===== config.mk =====
export PLATFORM = sky130hd
export DESIGN_NAME = diffpulse_classifier
export DESIGN_NICKNAME = d
export VERILOG_FILES = /design/src/rtl/dpc_pkg.sv /design/src/rtl/dpc_sync.sv /design/src/rtl/dpc_class.sv /design/src/rtl/dpc_fsm.sv /design/src/rtl/diffpulse_classifier.sv
export SDC_FILE = /design/constraint.sdc
export NUM_CORES = 1
export LEC_CHECK = 0
export ABC_CLOCK_PERIOD_IN_PS = 4300
export BUFFER_PORTS_ARGS = -buffer_cell sky130_fd_sc_hd__buf_2
export CAP_MARGIN = 30
export CORE_UTILIZATION = 45
export DETAILED_ROUTE_END_ITERATION = 8
export GPL_TIMING_DRIVEN = 0
export PLACE_DENSITY = 0.66
export SLEW_MARGIN = 20
export SYNTH_ARGS = -nofsm -noshare
export SYNTH_HDL_FRONTEND = slang
export SYNTH_HIERARCHICAL = 1
export SYNTH_SLANG_ARGS = --single-unit

===== constraint.sdc =====
create_clock -name clk -period 4.3 [get_ports clk]
set_input_delay 0.43 -clock clk [delete_from_list [all_inputs] [get_ports clk]]
set_output_delay 0.43 -clock clk [all_outputs]
set_load 0.01 [all_outputs]

===== src/rtl/dpc_pkg.sv =====
package dpc_pkg;
  typedef enum logic [1:0] {
    ST_IDLE  = 2'd0,
    ST_FIRST = 2'd1,
    ST_GAP   = 2'd2,
    ST_HOLD  = 2'd3
  } dpc_state_e;

  typedef struct packed {
    logic valid;
    logic pos;
    logic is_long;
  } dpc_sym_t;
endpackage


===== src/rtl/dpc_sync.sv =====
module dpc_sync #(
  parameter int WIDTH  = 2,
  parameter int STAGES = 2
) (
  input  logic             clk,
  input  logic             rst_n,
  input  logic [WIDTH-1:0] async_i,
  output logic [WIDTH-1:0] sync_o
);
  for (genvar i = 0; i < WIDTH; i++) begin : g_bit
    logic [STAGES-1:0] chain;
    always_ff @(posedge clk or negedge rst_n) begin
      if (!rst_n) chain <= '0;
      else        chain <= {chain[STAGES-2:0], async_i[i]};
    end
    assign sync_o[i] = chain[STAGES-1];
  end
endmodule


===== src/rtl/dpc_class.sv =====
module dpc_class #(
  parameter int CNT_W = 8
) (
  input  logic [CNT_W-1:0] len_i,
  input  logic [CNT_W-1:0] long_min_i,
  input  logic [CNT_W-1:0] short_min_i,
  input  logic [CNT_W-1:0] long_inv_i,
  input  logic [CNT_W-1:0] short_inv_i,
  input  logic             sel_long_i,
  output logic             meets_long_o,
  output logic             meets_short_o,
  output logic [CNT_W-1:0] inv_lim_o
);
  always_comb begin
    meets_long_o  = (len_i >= long_min_i);
    meets_short_o = (len_i >= short_min_i);
    inv_lim_o     = sel_long_i ? long_inv_i : short_inv_i;
  end
endmodule


===== src/rtl/dpc_fsm.sv =====
module dpc_fsm
  import dpc_pkg::*;
#(
  parameter int CNT_W = 8
) (
  input  logic             clk,
  input  logic             rst_n,
  input  logic             s_hi_i,
  input  logic             s_lo_i,
  input  logic [CNT_W-1:0] long_min_i,
  input  logic [CNT_W-1:0] short_min_i,
  input  logic [CNT_W-1:0] long_inv_i,
  input  logic [CNT_W-1:0] short_inv_i,
  output dpc_sym_t         sym_o
);
  localparam logic [CNT_W-1:0] CNT_MAX = {CNT_W{1'b1}};
  localparam logic [CNT_W-1:0] CNT_ONE = CNT_W'(1);

  dpc_state_e       st_q, st_d;
  logic             pol_q, pol_d;
  logic             long_q, long_d;
  logic [CNT_W-1:0] len_q, len_d;
  logic [CNT_W-1:0] gap_q, gap_d;
  dpc_sym_t         sym_q, sym_d;

  logic             own, opp, both;
  logic             sel_long, meets_long, meets_short;
  logic [CNT_W-1:0] inv_lim;

  assign sel_long = (st_q == ST_FIRST) ? meets_long : long_q;

  dpc_class #(.CNT_W(CNT_W)) u_class (
    .len_i        (len_q),
    .long_min_i   (long_min_i),
    .short_min_i  (short_min_i),
    .long_inv_i   (long_inv_i),
    .short_inv_i  (short_inv_i),
    .sel_long_i   (sel_long),
    .meets_long_o (meets_long),
    .meets_short_o(meets_short),
    .inv_lim_o    (inv_lim)
  );

  always_comb begin
    own  = pol_q ? s_hi_i : s_lo_i;
    opp  = pol_q ? s_lo_i : s_hi_i;
    both = s_hi_i & s_lo_i;

    st_d   = st_q;
    pol_d  = pol_q;
    long_d = long_q;
    len_d  = len_q;
    gap_d  = gap_q;
    sym_d  = '0;

    unique case (st_q)
      ST_IDLE: begin
        if (s_hi_i ^ s_lo_i) begin
          st_d  = ST_FIRST;
          pol_d = s_hi_i;
          len_d = CNT_ONE;
        end
      end
      ST_FIRST: begin
        if (both) begin
          st_d = ST_IDLE;
        end else if (opp) begin
          if (meets_short) begin
            sym_d = '{valid: 1'b1, pos: pol_q, is_long: meets_long};
            st_d  = ST_HOLD;
          end else begin
            st_d = ST_IDLE;
          end
        end else if (own) begin
          if (len_q != CNT_MAX) len_d = len_q + CNT_ONE;
        end else begin
          long_d = meets_long;
          gap_d  = CNT_ONE;
          st_d   = (meets_short && inv_lim != '0) ? ST_GAP : ST_IDLE;
        end
      end
      ST_GAP: begin
        if (both || own) begin
          st_d = ST_IDLE;
        end else if (opp) begin
          sym_d = '{valid: 1'b1, pos: pol_q, is_long: long_q};
          st_d  = ST_HOLD;
        end else if (gap_q >= inv_lim) begin
          st_d = ST_IDLE;
        end else begin
          gap_d = gap_q + CNT_ONE;
        end
      end
      ST_HOLD: begin
        if (!s_hi_i && !s_lo_i) st_d = ST_IDLE;
      end
      default: st_d = ST_IDLE;
    endcase
  end

  always_ff @(posedge clk or negedge rst_n) begin
    if (!rst_n) begin
      st_q   <= ST_IDLE;
      pol_q  <= 1'b0;
      long_q <= 1'b0;
      len_q  <= '0;
      gap_q  <= '0;
      sym_q  <= '0;
    end else begin
      st_q   <= st_d;
      pol_q  <= pol_d;
      long_q <= long_d;
      len_q  <= len_d;
      gap_q  <= gap_d;
      sym_q  <= sym_d;
    end
  end

  assign sym_o = sym_q;
endmodule


===== src/rtl/diffpulse_classifier.sv =====
module diffpulse_classifier
  import dpc_pkg::*;
#(
  parameter int CNT_W = 8
) (
  input  logic             clk,
  input  logic             rst_n,
  input  logic             cmp_hi_i,
  input  logic             cmp_lo_i,
  input  logic [CNT_W-1:0] cfg_long_min,
  input  logic [CNT_W-1:0] cfg_short_min,
  input  logic [CNT_W-1:0] cfg_long_inv,
  input  logic [CNT_W-1:0] cfg_short_inv,
  output logic             sym_valid_o,
  output logic             sym_pos_o,
  output logic             sym_long_o
);
  localparam int SYNC_STAGES = 2;

  logic [1:0] cmp_sync;
  dpc_sym_t   sym;

  dpc_sync #(.WIDTH(2), .STAGES(SYNC_STAGES)) u_sync (
    .clk    (clk),
    .rst_n  (rst_n),
    .async_i({cmp_hi_i, cmp_lo_i}),
    .sync_o (cmp_sync)
  );

  dpc_fsm #(.CNT_W(CNT_W)) u_fsm (
    .clk        (clk),
    .rst_n      (rst_n),
    .s_hi_i     (cmp_sync[1]),
    .s_lo_i     (cmp_sync[0]),
    .long_min_i (cfg_long_min),
    .short_min_i(cfg_short_min),
    .long_inv_i (cfg_long_inv),
    .short_inv_i(cfg_short_inv),
    .sym_o      (sym)
  );

  assign sym_valid_o = sym.valid;
  assign sym_pos_o   = sym.pos;
  assign sym_long_o  = sym.is_long;
endmodule


After elaboration in Yosys (flattened, before gate mapping)
Cells that the tools add are included.

Bits in registers: 27. Bits of input ports: 36. Output and inout port bits: 3. Word-level logic and storage cells: 84.

$add $sub $neg: 2. $lt $le $gt $ge: 3. Eq/ne operators: 16. Multiplexer cells: 34. Bitwise gates (word level): 5. Reductions and logical operators: 14.

Operators with widths (count): 8-bit two-way mux (12); 8-bit case mux with 2 select lines (2); 8-bit >= comparator (3); 2-bit two-way mux (10); 8-bit by 1-bit adder with 8-bit output, second input constant (2); 3-bit two-way mux (5); 2-bit inequality test, second input constant (7); 8-bit inequality test, second input constant (1); 2-bit case mux with 4 select lines (1); 4-bit AND reduction (2); 8-bit nonzero test (1); 7-bit AND reduction (1); 2-bit by 1-bit inequality test with 1-bit output, second input constant (3); 3-bit case mux with 2 select lines (1); 6-bit AND reduction (1); 2-bit == test, second input constant (2); 4-bit by 1-bit inequality test with 1-bit output, second input constant (1); 4-bit inequality test, second input constant (1); 2-bit nonzero test (2); 1-bit two-way mux (3); 1-bit inverter (3); 2-bit by 1-bit == test with 1-bit output, second input constant (1); 1-bit logical AND (2); 1-bit logical NOT (2); other kinds (5) (5).

Depth between registers and ports, before layout
Word-level depth: 10. Mapped depth: 16. Gate-level depth less buffers: 14.

Modules after synthesis
The synthesis kept the hierarchy.

By module, submodules not included: dpc_fsm (instances 1, cells each 197, area each 1726.7 um2, seq. area each 575.6 um2); dpc_class (instances 1, cells each 58, area each 485.5 um2, seq. area each 0.0 um2); dpc_sync (instances 1, cells each 6, area each 115.1 um2, seq. area each 100.1 um2).

Worst setup path before layout
OpenSTA, ideal clock, no wires.

Kind: input-to-reg. Start: in cfg_long_min[6]. End: reg u_fsm.gap_q[4]. Library setup time: 0.124 ns. Data arrival time: 3.476 ns. Data required time: 4.176 ns. Slack: 0.700 ns. Stages: 16. Buffers on the path: 2. Cells stage by stage: inv_1 ha_1 a21o_1 a221oi_2 o21ai_1 mux2_2 buf_2 mux2_2 inv_1 ha_1 and3_1 a221o_1 a211oi_2 buf_2 a21oi_1 a211o_1.

Word-level cells in the longest chain between the ends: 6.

RTL lines: start, declared (RTL line diffpulse_classifier.sv:10) `input logic [CNT_W-1:0] cfg_long_min,`; 8-bit >= comparator (RTL line dpc_class.sv:15) `meets_long_o = (len_i >= long_min_i);`; named net u_fsm.meets_long (RTL line dpc_fsm.sv:27) `logic sel_long, meets_long, meets_short;`; 1-bit two-way mux (RTL line dpc_fsm.sv:30) `assign sel_long = (st_q == ST_FIRST) ? meets_long : long_q;`; named net u_fsm.sel_long (RTL line dpc_fsm.sv:27); 8-bit two-way mux (RTL line dpc_class.sv:17) `inv_lim_o = sel_long_i ? long_inv_i : short_inv_i;`; named net u_fsm.inv_lim[6] (RTL line dpc_fsm.sv:28) `logic [CNT_W-1:0] inv_lim;`; 8-bit >= comparator (RTL line dpc_fsm.sv:88) `end else if (gap_q >= inv_lim) begin`; 2-bit inequality test (no line); 7-bit AND reduction (no line); end signal, assigned (RTL line dpc_fsm.sv:114) `gap_q <= gap_d;`; end, declared (RTL line dpc_fsm.sv:23) `logic [CNT_W-1:0] gap_q, gap_d;`.

The timed path passes the listed nets, and every way through them passes these cells. A chain may end at the register's enable or synchronous reset.

Final worst setup path
Start: reg u_fsm.len_q[6]. End: reg u_fsm.gap_q[6].

Word-level cells in the longest chain between the ends: 6.

RTL lines: start, declared (RTL line dpc_fsm.sv:22) `logic [CNT_W-1:0] len_q, len_d;`; start signal, assigned (RTL line dpc_fsm.sv:113) `len_q <= len_d;`; 8-bit >= comparator (RTL line dpc_class.sv:15); named net u_fsm.meets_long (RTL line dpc_fsm.sv:27); 1-bit two-way mux (RTL line dpc_fsm.sv:30); named net u_fsm.sel_long (RTL line dpc_fsm.sv:27); 8-bit two-way mux (RTL line dpc_class.sv:17); named net u_fsm.inv_lim[6] (RTL line dpc_fsm.sv:28); 8-bit >= comparator (RTL line dpc_fsm.sv:88); 2-bit inequality test (no line); 7-bit AND reduction (no line).

The timed path passes the listed nets, and every way through them passes these cells.

==> flow_metrics.py <==
metrics = {
    "grt": {
        "grt_max_degree": 28,
        "first_global_vias": 1894,
        "grt_pass1_wl_um": 8630,
        "grt_usage": 0.204,
        "antenna_found_initial": 0,
        "grt.overflow.total": 0,
    },
    "pwr": {
        "power.density_mw_per_mm2": 336,
        "pwr-share-seq": 0.361,
        "netSwitchingPower_mw": 0.367,
        "intPower_mw": 0.522,
        "p_leak_nw": 1.39,
        "ir_worst_vdd_mv": 0.204,
        "pwr-share-clk": 0.168,
        "p_sw_frac": 0.413,
        "pwr-share-comb": 0.471,
    },
    "floorplan": {
        "core_region_area_mm2": 0.00485,
        "dieArea_mm2": 0.00546,
        "die_w_um": 73.9,
        "placementRows": 25,
        "start_util": 0.480,
        "die_h_um": 73.9,
        "ios": 39,
    },
    "layout": {
        "area_growth_pct": 13.9,
        "antenna_cells": 0,
        "final_cell_mix": "buf_2, ha_1, inv_1",
        "drive_gt1_frac": 0.218,
        "layout.nets": 372,
        "design_area_mm2": 0.00265,
        "final_common_cell": "buf_2",
    },
    "synthesis": {
        "yosysSeqAreaShare": 0.290,
        "ys.flop_type": "dfrtp_1",
        "netlist_area_mm2": 0.00233,
        "synth_cell_types": 52,
        "syn_inst": 261,
        "synth_edf_count": 0,
        "yosysWarnings": 6,
        "syn-mean-instance-area_um2": 8.92,
        "synth_seq_cells": 27,
        "synthesis.nets": 329,
        "synthArstFlopShare": 1.00,
    },
    "timing": {
        "max-slew-margin-rel": 0.598,
        "setup_viol": 0,
        "fmaxAchievable_mhz": 246,
        "worst_clock_skew_ps": 8.73,
        "final_hold_viol_count": 0,
        "layout_worst_path_cycle_share": 0.944,
        "rsz0062_at_grt": "no",
        "slew_violations": 0,
        "tightest_slew_ps": 603,
        "fin_setup_tns_ps": 0,
        "min_period_ps": 4060,
    },
    "critical_path": {
        "r2r_cells": 15,
        "critPathCapture": "u_fsm/gap_q[6]$_DFFE_PN0P_",
        "critPathMaxStageDelay_ps": 470,
        "worstSetupEndpointType": "flop",
        "r2r_start": "u_fsm/len_q[6]$_DFFE_PN0P_",
        "critPathSlowestCell": "dfrtp_1",
        "worstSetupStartpointType": "flop",
        "cp_max_fo": 10,
        "critPathRequiredTime_ps": 4460,
        "crit_type": "reg -> reg",
        "r2r_slack_ps": 240,
        "arrival_ps": 4220,
        "path_cells": "ha_1 -> a21o_1 -> a221oi_2 -> o21ai_1 -> mux2_2 -> buf_2 -> mux2_2 -> inv_1 -> ha_1 -> and3_1 -> a221o_1 -> a211oi_2 -> buf_2 -> nand4_1 -> o311ai_1",
        "startpoint": "u_fsm/len_q[6]$_DFFE_PN0P_",
        "r2r-end": "u_fsm/gap_q[6]$_DFFE_PN0P_",
    },
    "run_status": {
        "status": "complete, no violations",
    },
    "routing": {
        "first_pass_iters": 4,
        "drc": 0,
        "drt-wirelength-per-cell_um": 13.6,
        "routed-via-count": 2008,
        "first_iter_violations": 82,
        "drt_wl_total_um": 5040,
        "viasPerCell": 5.43,
        "drtAntennaViolNets": 0,
    },
    "clock_network": {
        "postCtsHoldBufs": 0,
        "clock-sinks": 27,
        "path_clk_slew_ps": 100,
        "ctsHtreeMaxLevel": 1,
        "cts_resized": 0,
        "post-cts-setup-buffer-count": 0,
        "insertion_delay_ps": 270,
        "root_buffer": "clkbuf_8",
        "cts_tree": "built",
        "clockBufferDepth": 2,
        "numCtsBuffers": 3,
    },
    "run": {
        "cap_violations": 0,
    },
    "placed_design": {
        "hpwlAfterDp_um": 3990,
        "io_buffers": 38,
        "placed_area_mm2": 0.00260,
        "gp_congestion": 0.881,
    },
    "min_path": {
        "hold_class": "in -> async",
    },
}
[how the worst min path moves through the flow]
stage	endpoint	slack (ps)	cells past startpoint
6_report	u_fsm/sym_o[2]$_DFF_PN0_	150	1
5_1_grt	u_fsm/sym_o[0]$_DFF_PN0_	190	1
4_1_cts	u_fsm/sym_o[2]$_DFF_PN0_	170	1
3_5_place_dp	u_sync/g_bit[1].chain[1]$_DFF_PN0_	340	0
3_3_place_gp	u_sync/g_bit[1].chain[1]$_DFF_PN0_	330	0
2_1_floorplan	u_fsm/gap_q[0]$_DFFE_PN0P_	130	0
[metrics by stage]
| step | std cells | power, mW | hold WS [ps] | worst slack (ps) | util |
|---|---|---|---|---|---|
| 2_1_floorplan | 261 | 0.634 | 134 | 700 | - |
| 3_3_place_gp | 366 | 0.735 | 333 | 283 | 0.537 |
| 3_5_place_dp | 366 | 0.745 | 336 | 181 | 0.537 |
| 4_1_cts | 370 | 0.900 | 174 | 230 | 0.547 |
| 5_1_grt | 370 | 0.975 | 189 | 42.4 | 0.547 |
| 6_report | 370 | 0.889 | 151 | 243 | 0.547 |
[final cells by class]
| type | instances | area (µm²) |
|---|---|---|
| Tap cell | 67 | 83.8 |
| Fill cell | 456 | 2200 |
| Sequential cell | 27 | 676 |
| Inverter | 30 | 113 |
| Timing Repair Buffer | 38 | 190 |
| Multi-Input combinational cell | 193 | 1480 |
| Clock inverter | 1 | 7.51 |
| Clock buffer | 3 | 41.3 |
| Buffer | 11 | 60.1 |
[cell families (layout without fill, tap and decap cells)]
group | count (synthesis) | count (layout) | share of synthesized area
fa+ha+maj | 32 | 32 | 0.172
compound gates | 62 | 62 | 0.203
simple gates | 82 | 82 | 0.178
flops | 27 | 27 | 0.290
buf+inv | 41 | 83 | 0.0742
mux | 17 | 17 | 0.0817
[sequential cells by signal, indices dropped and copies added (netlist names)]
signal	count
u_fsm/pol_q	1
u_fsm/gap_q	8
u_fsm/long_q	1
u_fsm/st_q	2
u_fsm/sym_o	3
u_fsm/len_q	8
u_sync/g_bit.chain	4
[cell usage after synthesis (2+ instances only)]
cell,n,area share
ha_1,32,0.17
inv_1,30,0.048
dfrtp_1,27,0.29
nand2_1,26,0.042
nand3_1,15,0.032
mux2_2,12,0.058
nor2_1,10,0.016
a21oi_1,9,0.019
o21ai_0,9,0.019
a21o_1,8,0.026
and3_1,7,0.019
a31oi_1,6,0.016
clkbuf_1,5,0.0081
mux2i_1,4,0.017
nand2b_1,4,0.011
a221o_1,3,0.013
buf_2,3,0.0064
nand4_1,3,0.0081
nor2b_1,3,0.0081
nor3_1,3,0.0064
o21ai_1,3,0.0064
a221oi_2,2,0.013
a32oi_1,2,0.0075
buf_4,2,0.0064
nand4b_1,2,0.0075
nor3b_1,2,0.0064
nor4_1,2,0.0054
o211ai_1,2,0.0064
o21a_1,2,0.0064
[power groups by stage]
stage / sequential, mW / clock [mW] / combinational, mW
finish: 0.321 / 0.149 / 0.419
detailed placement: 0.326 / 0 / 0.419
global route: 0.327 / 0.171 / 0.477
floorplan: 0.315 / 0 / 0.319
global placement: 0.323 / 0 / 0.412
CTS: 0.321 / 0.159 / 0.420
[critical path: cells and delay by family, from the launching register on]
kind / cells / cell delay, ps
multiplexers: 2 / 600
buffers and inverters: 3 / 520
adder cells (fa/ha/maj): 2 / 550
AND/OR/NAND/NOR: 2 / 300
AO/OA/AOI/OAI: 6 / 1520
flip-flops: 1 / 470
[layer usage]
layer / share of wire / track usage
met5: 0 / 0
met4: 0.0064 / 0.0491
met3: 0.028 / 0.0206
met2: 0.45 / 0.321
met1: 0.51 / 0.300
Note: power is estimated with default switching activity, not from simulation.
